===== config.mk =====
export PLATFORM = sky130hd
export DESIGN_NAME = dnc_canceller
export DESIGN_NICKNAME = d
export VERILOG_FILES = /design/src/rtl/dnc_pkg.sv /design/src/rtl/dnc_code_delay.sv /design/src/rtl/dnc_requant.sv /design/src/rtl/dnc_corr.sv /design/src/rtl/dnc_canceller.sv
export SDC_FILE = /design/constraint.sdc
export NUM_CORES = 1
export LEC_CHECK = 0
export BUFFER_PORTS_ARGS = -buffer_cell sky130_fd_sc_hd__clkbuf_2
export CORE_AREA = 2 2 227 229
export CTS_BUF_LIST = sky130_fd_sc_hd__clkbuf_4 sky130_fd_sc_hd__clkbuf_8
export CTS_CLUSTER_SIZE = 28
export DETAILED_ROUTE_END_ITERATION = 10
export DIE_AREA = 0 0 229 231
export SLEW_MARGIN = 10
export SYNTH_ARGS = -nofsm -noshare
export SYNTH_HDL_FRONTEND = slang
export SYNTH_HIERARCHICAL = 1
export SYNTH_SLANG_ARGS = --single-unit
export TNS_END_PERCENT = 5

===== constraint.sdc =====
create_clock -name clk -period 8.36 [get_ports clk]
set_input_delay 0.418 -clock clk [delete_from_list [all_inputs] [get_ports clk]]
set_output_delay 0.418 -clock clk [all_outputs]
set_load 0.03 [all_outputs]

===== src/rtl/dnc_pkg.sv =====
package dnc_pkg;
   typedef enum logic [1:0] {
      TC_ZERO  = 2'b00,
      TC_POS   = 2'b01,
      TC_ZERO2 = 2'b10,
      TC_NEG   = 2'b11
   } tern_e;

   function automatic logic tern_nonzero(input logic [1:0] c);
      return c[0];
   endfunction
endpackage


===== src/rtl/dnc_code_delay.sv =====
module dnc_code_delay #(
   parameter int W   = 18,
   parameter int LAT = 2
) (
   input  logic         clk,
   input  logic         rst_n,
   input  logic         adv_i,
   input  logic [W-1:0] code_i,
   output logic [W-1:0] code_o
);
   if (W < 2) begin : g_bad_w
      $error("dnc_code_delay: W must be at least 2");
   end
   if (LAT < 0) begin : g_bad_lat
      $error("dnc_code_delay: LAT must not be negative");
   end

   if (LAT == 0) begin : g_thru
      assign code_o = code_i;
   end else begin : g_pipe
      logic [W-1:0] stg [LAT];
      always_ff @(posedge clk or negedge rst_n) begin
         if (!rst_n) begin
            for (int i = 0; i < LAT; i++) stg[i] <= '0;
         end else if (adv_i) begin
            stg[0] <= code_i;
            for (int i = 1; i < LAT; i++) stg[i] <= stg[i-1];
         end
      end
      assign code_o = stg[LAT-1];

      // codes move only on valid samples
      p_idle_hold_r4: assert property (@(posedge clk) disable iff (!rst_n)
         !adv_i |=> $stable(code_o));
   end
endmodule


===== src/rtl/dnc_requant.sv =====
module dnc_requant #(
   parameter int RES_W = 14,
   parameter int QSH   = 11
) (
   input  logic                    clk,
   input  logic                    rst_n,
   input  logic signed [RES_W-1:0] res_i,
   input  logic        [QSH-1:0]   dith_i,
   output logic signed [2:0]       lvl_o
);
   localparam int SW = RES_W + 1;
   localparam int LW = SW - QSH;

   if (QSH < 1 || QSH >= RES_W) begin : g_bad_qsh
      $error("dnc_requant: QSH must lie in 1..RES_W-1");
   end

   logic signed [SW-1:0] sum_w;
   logic signed [SW-1:0] shf_w;
   logic signed [LW-1:0] lvl_raw;

   assign sum_w   = SW'(res_i) + SW'($signed({1'b0, dith_i}));
   assign shf_w   = sum_w >>> QSH;
   assign lvl_raw = shf_w[LW-1:0];

   if (LW < 3) begin : g_noclamp
      assign lvl_o = 3'(lvl_raw);
   end else begin : g_clamp
      localparam logic signed [LW-1:0] LMAX = LW'(3);
      localparam logic signed [LW-1:0] LMIN = -LW'(3);
      always_comb begin
         if (lvl_raw > LMAX)      lvl_o = 3'sd3;
         else if (lvl_raw < LMIN) lvl_o = -3'sd3;
         else                     lvl_o = lvl_raw[2:0];
      end
   end

   // level confined to the seven allowed values
   p_level_range_r2: assert property (@(posedge clk) disable iff (!rst_n)
      (lvl_o != -3'sd4));
endmodule


===== src/rtl/dnc_corr.sv =====
module dnc_corr
   import dnc_pkg::*;
#(
   parameter int QSH     = 11,
   parameter int AVG_LOG = 4,
   parameter int EST_W   = 14
) (
   input  logic                    clk,
   input  logic                    rst_n,
   input  logic                    valid_i,
   input  logic                    freeze_i,
   input  logic [1:0]              code_i,
   input  logic signed [2:0]       lvl_i,
   output logic signed [EST_W-1:0] est_o
);
   localparam int ACC_W = AVG_LOG + 3;
   localparam int WW    = ACC_W + QSH;

   if (AVG_LOG < 1) begin : g_bad_avg
      $error("dnc_corr: AVG_LOG must be at least 1");
   end
   if (EST_W < QSH + 3) begin : g_bad_est
      $error("dnc_corr: EST_W too narrow for the estimate range");
   end

   logic signed [ACC_W-1:0] acc, acc_nxt, prod;
   logic        [AVG_LOG-1:0] cnt;
   logic                      upd, last;
   logic signed [WW-1:0]      wide, scaled;

   always_comb begin
      case (tern_e'(code_i))
         TC_POS:  prod = ACC_W'(lvl_i);
         TC_NEG:  prod = -ACC_W'(lvl_i);
         default: prod = '0;
      endcase
   end

   assign upd     = valid_i && !freeze_i && tern_nonzero(code_i);
   assign acc_nxt = acc + prod;
   assign last    = &cnt;
   assign wide    = WW'(acc_nxt) <<< QSH;
   assign scaled  = wide >>> AVG_LOG;

   always_ff @(posedge clk or negedge rst_n) begin
      if (!rst_n) begin
         acc   <= '0;
         cnt   <= '0;
         est_o <= '0;
      end else if (upd) begin
         if (last) begin
            est_o <= scaled[EST_W-1:0];
            acc   <= '0;
            cnt   <= '0;
         end else begin
            acc <= acc_nxt;
            cnt <= cnt + 1'b1;
         end
      end
   end

   // no learning while frozen
   p_freeze_hold_r7: assert property (@(posedge clk) disable iff (!rst_n)
      freeze_i |=> ($stable(est_o) && $stable(acc) && $stable(cnt)));
   // a zero code leaves the correlator untouched
   p_zero_code_r5: assert property (@(posedge clk) disable iff (!rst_n)
      !tern_nonzero(code_i) |=> ($stable(acc) && $stable(cnt)));
endmodule


===== src/rtl/dnc_canceller.sv =====
module dnc_canceller
   import dnc_pkg::*;
#(
   parameter int NSEQ     = 9,
   parameter int RES_W    = 14,
   parameter int OUT_W    = 16,
   parameter int QSH      = 11,
   parameter int AVG_LOG  = 4,
   parameter int CODE_LAT = 2
) (
   input  logic                        clk,
   input  logic                        rst_n,
   input  logic                        in_valid,
   input  logic [RES_W-1:0]            residue_i,
   input  logic [OUT_W-1:0]            uncorr_i,
   input  logic [2*NSEQ-1:0]           code_i,
   input  logic [QSH-1:0]              dither_i,
   input  logic                        freeze_i,
   output logic                        out_valid_o,
   output logic [OUT_W-1:0]            corr_o,
   output logic [NSEQ*(QSH+3)-1:0]     est_o
);
   localparam int EST_W = QSH + 3;
   localparam int SUM_W = EST_W + $clog2(NSEQ + 1) + 1;
   localparam int DW    = ((OUT_W > SUM_W) ? OUT_W : SUM_W) + 1;

   if (NSEQ < 1) begin : g_bad_nseq
      $error("dnc_canceller: NSEQ must be at least 1");
   end

   logic [2*NSEQ-1:0]       code_d;
   logic signed [2:0]       lvl;
   logic signed [EST_W-1:0] est   [NSEQ];
   logic signed [SUM_W-1:0] term  [NSEQ];
   logic signed [SUM_W-1:0] noise;
   logic signed [DW-1:0]    diff;

   dnc_code_delay #(.W(2*NSEQ), .LAT(CODE_LAT)) u_dly (
      .clk(clk), .rst_n(rst_n), .adv_i(in_valid),
      .code_i(code_i), .code_o(code_d));

   dnc_requant #(.RES_W(RES_W), .QSH(QSH)) u_rq (
      .clk(clk), .rst_n(rst_n), .res_i($signed(residue_i)),
      .dith_i(dither_i), .lvl_o(lvl));

   for (genvar k = 0; k < NSEQ; k++) begin : g_blk
      dnc_corr #(.QSH(QSH), .AVG_LOG(AVG_LOG), .EST_W(EST_W)) u_corr (
         .clk(clk), .rst_n(rst_n), .valid_i(in_valid), .freeze_i(freeze_i),
         .code_i(code_d[2*k +: 2]), .lvl_i(lvl), .est_o(est[k]));

      always_comb begin
         case (tern_e'(code_d[2*k +: 2]))
            TC_POS:  term[k] = SUM_W'(est[k]);
            TC_NEG:  term[k] = -SUM_W'(est[k]);
            default: term[k] = '0;
         endcase
      end

      assign est_o[k*EST_W +: EST_W] = est[k];
   end

   always_comb begin
      noise = '0;
      for (int k = 0; k < NSEQ; k++) noise = noise + term[k];
   end

   assign diff = DW'($signed(uncorr_i)) - DW'(noise);

   always_ff @(posedge clk or negedge rst_n) begin
      if (!rst_n) begin
         out_valid_o <= 1'b0;
         corr_o      <= '0;
      end else begin
         out_valid_o <= in_valid;
         if (in_valid) corr_o <= diff[OUT_W-1:0];
      end
   end

   // corrected word holds across idle cycles
   p_out_hold_r9: assert property (@(posedge clk) disable iff (!rst_n)
      !in_valid |=> ($stable(corr_o) && !out_valid_o));
endmodule


# --- Word level (Yosys, flattened, before mapping) ---
# Cells that the tools add are included.
word_totals:
  ff_bits: 215
  in_bits: 63
op_classes:
  n_eq_ne: 18
  order_cmp: 2
  n_reduce_logical: 29
  n_addsub: 38
  muxes: 38
op_table:
  columns: ["operator", "count"]
  rows:
  - ["one-hot mux 16 bit (2 select lines)", 9]
  - ["negator 14 -> 16 bit", 9]
  - ["adder 16 bit", 8]
  - ["one-hot mux 7 bit (2 select lines)", 9]
  - ["adder 7 bit", 9]
  - ["two-way mux 7 bit", 9]
  - ["AND reduction 5 bit", 9]
  - ["adder 4 x 1 -> 4 bit (second input constant)", 9]
  - ["two-way mux 4 bit", 9]
  - ["AND reduction 4 bit", 9]
  - ["== test 2 x 1 -> 1 bit (second input constant)", 9]
  - ["== test 2 bit (second input constant)", 9]
  - ["subtractor 16 bit", 1]
  - ["adder 14 x 12 -> 15 bit", 1]
  - ["logical AND 1 bit", 10]
  - ["negator 3 -> 7 bit", 1]
  - ["two-way mux 3 bit", 2]
  - ["greater-than comparator 4 x 3 -> 1 bit (second input constant)", 1]
  - ["< comparator 4 x 3 -> 1 bit (second input constant)", 1]
  - ["logical NOT 1 bit", 1]

# --- Longest topological paths before layout ---
# Gate-level depths: netlist of the first run.
logic_depth:
  ltp_word: 11
  mapped_depth: 24
  depth_no_buf: 23

# --- Cells and area by module ---
# The synthesis of the first run kept the hierarchy.
modules_own_cells:
  columns: ["module", "seq_area_each_um2", "instances", "cells_each", "area_each_um2"]
  rows:
  - ["dnc_corr", 450.4, 9, 124, 1148.6]
  - ["dnc_canceller", 425.4, 1, 939, 7746.2]
  - ["dnc_code_delay", 900.9, 1, 94, 1625.3]
  - ["dnc_requant", 0.0, 1, 37, 286.5]

# --- Worst setup path before layout of the first run ---
# No wires, ideal clock.
synth_path:
  path_type: "register to register"
  from: "register g_blk[0].u_corr.est_o[7]"
  to: "register corr_o[15]"
  slack_ns: 2.090
  t_required_ns: 8.283
  path_stages_with_launch: 21
  period_less_slack_ns: 6.270
  setup_time_ns: 0.077
  t_arrival_ns: 6.192
  cell_sequence: "dfrtp_1 > or3_1 > or2_2 > or4_1 > o31a_1 > o21ai_0 > fa_1 > inv_1 > fa_1 > fa_1 > inv_1 > fa_1 > inv_1 > fa_1 > xnor2_1 > xnor3_1 > xnor2_1 > xnor2_1 > xnor3_2 > xnor3_1 > a21oi_1"
synth_via:
  elab_chain_len: 11
synth_lines:
  columns: ["item", "line", "source"]
  rows:
  - ["start, declared", "dnc_corr.sv:14", "output logic signed [EST_W-1:0] est_o"]
  - ["start signal, assigned", "dnc_corr.sv:52", "est_o <= scaled[EST_W-1:0];"]
  - ["negator 14 -> 16 bit", "dnc_canceller.sv:54", "TC_NEG: term[k] = -SUM_W'(est[k]);"]
  - ["one-hot mux 16 bit (2 select lines) *", "dnc_canceller.sv:52", "case (tern_e'(code_d[2*k +: 2]))"]
  - ["adder 16 bit * (8 in a row)", "dnc_canceller.sv:64", "for (int k = 0; k < NSEQ; k++) noise = noise + term[k];"]
  - ["subtractor 16 bit *", "dnc_canceller.sv:67", "assign diff = DW'($signed(uncorr_i)) - DW'(noise);"]
  - ["end signal, assigned", "dnc_canceller.sv:75", "if (in_valid) corr_o <= diff[OUT_W-1:0];"]
  - ["end, declared", "dnc_canceller.sv:20", "output logic [OUT_W-1:0] corr_o,"]
# Every way passes the cells marked *; elsewhere a longest branch is shown, timed or not.
# A chain may end at the register's enable or synchronous reset.

# --- Final worst setup path of the first run ---
# Ends and elaborated chain as after synthesis.

==> impl_metrics.env, run 1 <==
export IMPL_outcome="complete, no violations"
export IMPL_drv_cap=0
export IMPL_synth_cells=2186
export IMPL_worstHoldPathCells=2
export IMPL_power_leakage_nw=10.4
export IMPL_num_io_pins=206
export IMPL_route_detailed_drc=0
export IMPL_finalPower_mw=11.2
export IMPL_postCtsResizedCells=0
export IMPL_fp_dieH_um=231
export IMPL_cts_inserted_buffers=43
export IMPL_antenna_found_initial=0
export IMPL_track_usage_pct=21.9
export IMPL_ff2ff_setup_slack_ns=1.73
export IMPL_gp_congestion=0.920
export IMPL_final_cells=3021
export IMPL_ant_nets=0
export IMPL_max_stage_delay_ns=0.53
export IMPL_initial_core_util_pct=39.5
export IMPL_yosys_warnings=6
export IMPL_htreeDepth=2
export IMPL_clock_path_buffers=3
export IMPL_synth_edf_count=0
export IMPL_arrival_ns=7.15
export IMPL_synth_top_family_by_area="adder cells"
export IMPL_slew_headroom_pct=33.3
export IMPL_rows=83
export IMPL_synth_top_area_share_pct=26.9
export IMPL_synth_mux_area_fraction_pct=4.37
export IMPL_synthAdderAreaFrac_pct=19.9
export IMPL_vias=16000
export IMPL_grt_pass1_wl_um=90300
export IMPL_rsz0062_at_grt="no"
export IMPL_cp_end_kind="flip-flop"
export IMPL_clock_sinks=215
export IMPL_fillers=5052
export IMPL_wl_um=57700
export IMPL_period_needed_ns=6.63
export IMPL_ir_worst_vdd_v=0.000633
export IMPL_yosys_cell_types_count=68
export IMPL_worst_path_most_repeated_cell="fa_1"
export IMPL_avgSynthCellArea_um2=9.15
export IMPL_vias_per_cell=5.29
export IMPL_yosys_register_bits=215
export IMPL_synth_largest_area_cell="dfrtp_1"
export IMPL_crit_fanout=5
export IMPL_drtPass1Iterations=5
export IMPL_worstMarginPinSlew_ns=1.00
export IMPL_yosys_top_cells_area="dfrtp_1 27%, fa_1 13%, ha_1 7.4%, xnor2_1 6.1%, nand2_1 5.5%"
export IMPL_power_per_cell_area_nw_per_um2=510
export IMPL_clk_pin_slew_worst_paths_ns=0.06
export IMPL_setup_viol=0
export IMPL_synth_area_um2=20000
export IMPL_yosysMostFrequentCell="nand2_1"
export IMPL_cts_tree="built"
export IMPL_clock_skew_ns=0.0148
export IMPL_synth_top_flop_cell="dfrtp_1"
export IMPL_clk_latency_ns=0.60
export IMPL_hold_ws_ns=0.0536
export IMPL_synthSimpleGateAreaFrac_pct=18.1
export IMPL_grt_start_max_net_pins=75
export IMPL_synth_common_cells="291 x nand2_1, 230 x inv_1, 215 x dfrtp_1"
export IMPL_drt_iter0_markers=1312
export IMPL_crit_type="reg -> reg"
export IMPL_nets=2615
export IMPL_dp_hpwl_um=45500
export IMPL_numPlacedInstances=2940
export IMPL_max_freq_mhz=151
export IMPL_ys_seq_area_share_pct=26.9
export IMPL_crit_path_cell_trace="or3_1 > or2_2 > or4_1 > o31a_1 > o21ai_0 > fa_1 > inv_1 > fa_1 > fa_1 > inv_1 > fa_1 > inv_1 > fa_1 > xnor2_1 > xnor3_1 > xnor2_1 > xnor2_1 > xnor3_2 > xnor3_1 > a21oi_1"
export IMPL_cts_root_buf="clkbuf_8"
export IMPL_synth_xor_area_share_pct=7.77
export IMPL_grt_pass1_vias=16000
export IMPL_die_w_um=229
export IMPL_worst_ep_required_time_ns=8.89
export IMPL_dieArea_um2=52900
export IMPL_ys_async_sr_fraction_pct=100
export IMPL_slew_violations=0
export IMPL_synth_compound_area_share_pct=14.1
export IMPL_start_kind="flip-flop"
export IMPL_hold_viol=0
export IMPL_tns_ns=0
export IMPL_area_growth_pct=9.79
export IMPL_slowest_stage="fa_1"
export IMPL_hold_class="in -> reg"
export IMPL_worstRegToRegCells=20
export IMPL_place_port_buffers=142
export IMPL_drive_gt1_share_pct=13.6
export IMPL_wl_per_cell_um=19.1
export IMPL_overflow=0
export IMPL_placeableCoreArea_um2=50700
export IMPL_period_share_pct=79.3
cells in the final DEF, fill, tap and decap left out, types with 18 or more instances in the layout:
master,count
a21o_1,21
a22o_1,18
xor2_1,28
nand2_1,291
inv_1,230
a211o_1,18
mux2_4,30
o31ai_1,48
nand2b_1,30
o21a_1,25
nand3b_1,30
a2111oi_0,18
mux2_2,26
clkbuf_8,55
and2_1,83
o21ai_0,110
nor2_1,61
a21oi_1,62
nand4_1,36
ha_1,118
xnor2_1,139
nand3_1,40
dfrtp_1,215
fa_1,125
nor2b_1,29
clkbuf_2,140
o2111ai_1,18
conb_1,63
final timing paths:
kind                                                       from                                  to
setup / recovery           g_blk[0].u_corr/est_o[7]$_DFFE_PN0P_              corr_o[15]$_DFFE_PN0P_
min in group asynchronous                                 rst_n         u_dly/code_o[9]$_DFFE_PN0P_
hold reg to reg              g_blk[5].u_corr/acc[4]$_DFFE_PN0P_  g_blk[5].u_corr/acc[4]$_DFFE_PN0P_
hold / removal                                       code_i[12]    u_dly/g_pipe.stg[30]$_DFFE_PN0P_
max in group asynchronous                                 rst_n    u_dly/g_pipe.stg[23]$_DFFE_PN0P_
setup reg to reg           g_blk[0].u_corr/est_o[7]$_DFFE_PN0P_              corr_o[15]$_DFFE_PN0P_
report_power, final:
group          leakage [nW]  internal [mW]  switching (mW)
registers              2.75           1.39           0.279
logic                  7.11           3.85            4.51
clock network         0.494          0.671           0.505
total                  10.4           5.91            5.29
sequential cells by signal, summed over array words and instances (netlist names):
name and count:
g_blk.u_corr/est_o 63, corr_o 16, out_valid_o 1, u_dly/g_pipe.stg 18, u_dly/code_o 18, g_blk.u_corr/acc 63
g_blk.u_corr/cnt 36
routing by layer:
layer	vias up	part of all wire (%)	track usage, %
met5	-	0	0
met4	0	2.7	6.94
met3	85	6.6	3.84
met2	513	45	34.6
met1	7763	46	30.4
li1	7613	-	-
worst max-delay path: cells and delay by family, from the launching register on:
kind / cells / cell delay (ns)
adder cells (fa/ha/maj): 5 / 2.29
XOR/XNOR: 6 / 1.85
AND/OR/NAND/NOR: 3 / 1.16
AO/OA/AOI/OAI: 3 / 0.65
flip-flops: 1 / 0.42
buffers and inverters: 3 / 0.20
kinds of logic (layout without fill, tap and decap cells):
logic type,count (synthesis),in the layout
AOI/OAI and AO/OA,413,413
adders and majority gates,244,244
and+or+nand+nor,706,706
muxes,69,69
other,9,64
DFF,215,215
buffers and inverters,359,459
xor gates and xnor gates,171,171
cell type report:
type / count / area [µm²] / share of cell area (%)
diodes: 1 / 2.50 / 0.0114
multi-input cells: 1666 / 13100 / 59.8
repair buffers: 153 / 816 / 3.72
well taps: 680 / 851 / 3.88
clock inverters: 10 / 83.8 / 0.382
flip-flops and latches: 215 / 5380 / 24.5
inverters: 230 / 863 / 3.93
clock buffers: 66 / 840 / 3.82
stage by stage:
stage | cell area, µm² | util, % | worst slack, ns
6_report | 22000 | 43.3 | 1.73
5_1_grt | 22000 | 43.3 | 1.45
4_1_cts | 22000 | 43.3 | 1.79
3_5_place_dp | 21000 | 41.4 | 1.82
3_3_place_gp | 21000 | 41.4 | 1.99
2_1_floorplan | 20200 | - | 2.09
what timing repair did:
action                                 4_1_cts  5_1_grt
setup buffers                                0        0
endpoints found under the hold margin       75        0
hold buffers                                 4        0
No activity file was read; power rests on OpenSTA's default activity.
==> run 2: changes to the inputs <==
==> constraint.sdc (replaced) <==
create_clock -name clk -period 6.9 [get_ports clk]
set_input_delay 0.345 -clock clk [delete_from_list [all_inputs] [get_ports clk]]
set_output_delay 0.345 -clock clk [all_outputs]
set_load 0.03 [all_outputs]
==> run 2 against run 1 <==
Effect of this change:
- combinational power increased by 21%
- count of clock-buffer cells in the layout decreased by 1
- register-to-register slack got worse by 1.4 ns
- final area increased by 0.91%
- utilization increased by 0.39 points
- global-route usage increased by 0.14 points
- non-clock buffer count increased by 27
- routed wire length increased by 0.42%
- sequential power increased by 19%
- sequential share of layout area decreased by 0.22 points
- clock power increased by 15%
- die area unchanged
- critical path type unchanged
==> impl_metrics.env, run 2 (synthesis gave the netlist of run 1 again) <==
export IMPL_p_seq_share_pct=14.8
export IMPL_clock_sinks=215
export IMPL_area_growth_pct=10.8
export IMPL_numPlacedInstances=2954
export IMPL_worst_path_most_repeated_cell="fa_1"
export IMPL_grt_pass1_vias=15900
export IMPL_outcome="complete, no violations"
export IMPL_cts_root_buf="clkbuf_8"
export IMPL_final_cells=3046
export IMPL_die_w_um=229
export IMPL_setup_slack_ns=0.363
export IMPL_period_needed_ns=6.54
export IMPL_setup_viol=0
export IMPL_p_comb_share_pct=75.0
export IMPL_path_delay_family="adder cells"
export IMPL_mostFrequentLayoutCells="291 x nand2_1, 230 x inv_1, 215 x dfrtp_1"
export IMPL_cts_inserted_buffers=43
export IMPL_cp_end_kind="flip-flop"
export IMPL_drive_gt1_share_pct=14.0
export IMPL_power_switching_mw=6.25
export IMPL_post_route_util_pct=43.7
export IMPL_rows=83
export IMPL_clk_latency_ns=0.60
export IMPL_fp_dieH_um=231
export IMPL_arrival_ns=7.06
export IMPL_place_ws_ns=0.438
export IMPL_postPlaceCellArea_um2=21100
export IMPL_top_regs="g_blk.u_corr/acc (63), g_blk.u_corr/est_o (63), g_blk.u_corr/cnt (36)"
export IMPL_power_share_clock_pct=10.1
export IMPL_rsz0062_at_grt="no"
export IMPL_place_port_buffers=142
export IMPL_nets=2642
export IMPL_gp_congestion=0.932
export IMPL_power_internal_mw=7.15
export IMPL_clock_skew_ns=0.0240
export IMPL_slowest_stage="fa_1"
export IMPL_antenna_found_initial=2
export IMPL_crit_type="reg -> reg"
export IMPL_dieArea_um2=52900
export IMPL_period_share_pct=94.7
export IMPL_hold_viol=0
export IMPL_slew_violations=0
export IMPL_fin_area_um2=22200
export IMPL_num_io_pins=206
export IMPL_hold_ws_ns=0.0564
export IMPL_ant_nets=0
export IMPL_drtPass1Iterations=5
export IMPL_layout_commonest_cell="nand2_1"
export IMPL_grt_pass1_wl_um=90300
export IMPL_clk_pin_slew_worst_paths_ns=0.06
export IMPL_initial_core_util_pct=39.5
export IMPL_fillers=5040
export IMPL_wl_per_cell_um=19.0
export IMPL_cp_buffers_inverters=3
export IMPL_route_detailed_drc=0
export IMPL_tns_ns=0
export IMPL_grt_start_max_net_pins=111
export IMPL_wl_um=58000
export IMPL_crit_fanout=5
export IMPL_ir_worst_vdd_v=0.000735
export IMPL_drt_iter0_markers=1271
export IMPL_dp_hpwl_um=46200
export IMPL_htreeDepth=2
export IMPL_swShare_pct=46.6
export IMPL_power_leakage_nw=10.5
export IMPL_power_per_cell_area_nw_per_um2=605
export IMPL_vias_per_cell=5.27
export IMPL_crit_path_cell_trace="or3_1 > or2_2 > or4_1 > o31a_1 > o21ai_0 > fa_1 > inv_1 > fa_1 > fa_1 > inv_1 > fa_1 > inv_1 > fa_1 > xnor2_1 > xnor3_1 > xnor2_1 > xnor2_1 > xnor3_2 > xnor3_1 > a21oi_1"
export IMPL_max_stage_delay_ns=0.52
export IMPL_placeableCoreArea_um2=50700
export IMPL_overflow=0
export IMPL_track_usage_pct=22.0
export IMPL_max_freq_mhz=153
export IMPL_worstMarginPinSlew_ns=0.927
export IMPL_hold_class="in -> reg"
export IMPL_start_kind="flip-flop"
export IMPL_vias=16000
export IMPL_finalPower_mw=13.4
export IMPL_drv_cap=0
export IMPL_slew_headroom_pct=36.9
export IMPL_cts_tree="built"
export IMPL_worst_ep_required_time_ns=7.42
export IMPL_clock_path_buffers=3
-- run 2: cell types whose count changed in the layout (fill, tap and decap cells not counted) --
| cell | before | now |
|---|---|---|
| buf_4 | 8 | 22 |
| inv_8 | 1 | 0 |
| clkbuf_4 | 11 | 9 |
| clkinvlp_4 | 1 | 2 |
| dlygate4sd3_1 | 4 | 17 |
| clkbuf_8 | 55 | 56 |
| bufinv_16 | 1 | 0 |
-- run 2: power by group through the flow --
| stage | sequential [mW] | combinational (mW) | clock, mW |
|---|---|---|---|
| after global placement | 1.99 | 9.46 | 0 |
| after CTS | 1.98 | 9.74 | 1.41 |
| after floorplan | 2.01 | 7.91 | 0 |
| after detailed placement | 2.00 | 9.66 | 0 |
| final | 1.99 | 10.1 | 1.36 |
| after global routing | 2.03 | 11.3 | 1.46 |
-- run 2: area by class of cell --
class	instances	area, µm²	area share [%]
Timing Repair Buffer	180	1050	4.74
Tap cell	680	851	3.84
Clock buffer	65	838	3.78
Antenna cell	1	2.50	0.0113
Inverter	230	863	3.90
Sequential cell	215	5380	24.3
Clock inverter	9	50.0	0.226
Multi-Input combinational cell	1666	13100	59.2
-- run 2: routing by layer --
metal	vias to the layer above	part of all wire [%]	GRT usage, %
li1	7650	-	-
met1	7741	46	30.8
met2	532	44	34.3
met3	118	6.7	3.95
met4	2	3.4	7.63
met5	-	0.022	0
-- run 2: worst reg2reg max path, cell delays in order (launching register included) --
cell and delay (ns):
dfrtp_1 0.42, or3_1 0.40, or2_2 0.32, or4_1 0.47
o31a_1 0.26, o21ai_0 0.24, fa_1 0.46, inv_1 0.08
fa_1 0.44, fa_1 0.49, inv_1 0.05, fa_1 0.52
inv_1 0.05, fa_1 0.38, xnor2_1 0.20, xnor3_1 0.35
xnor2_1 0.19, xnor2_1 0.16, xnor3_2 0.49, xnor3_1 0.34
a21oi_1 0.14
-- run 2: what timing repair did --
item                      4_1_cts  5_1_grt
gates resized for setup         0        0
hold buffers                   17        0
setup buffers                   0        0
hold endpoints to repair      124        0
-- run 2: worst paths after layout --
check                                                          start  depth (start not counted)  slack, ns                                 end
worst max-delay path            g_blk[0].u_corr/est_o[7]$_DFFE_PN0P_                         20       0.36              corr_o[15]$_DFFE_PN0P_
worst min-delay path                                       code_i[5]                          2       0.06    u_dly/g_pipe.stg[23]$_DFFE_PN0P_
worst max register to register  g_blk[0].u_corr/est_o[7]$_DFFE_PN0P_                         20       0.36              corr_o[15]$_DFFE_PN0P_
worst min register to register    g_blk[7].u_corr/acc[2]$_DFFE_PN0P_                          2       0.49  g_blk[7].u_corr/acc[2]$_DFFE_PN0P_
max in group asynchronous                                      rst_n                          3       5.07         u_dly/code_o[4]$_DFFE_PN0P_
min in group asynchronous                                      rst_n                          2       0.44    u_dly/g_pipe.stg[30]$_DFFE_PN0P_
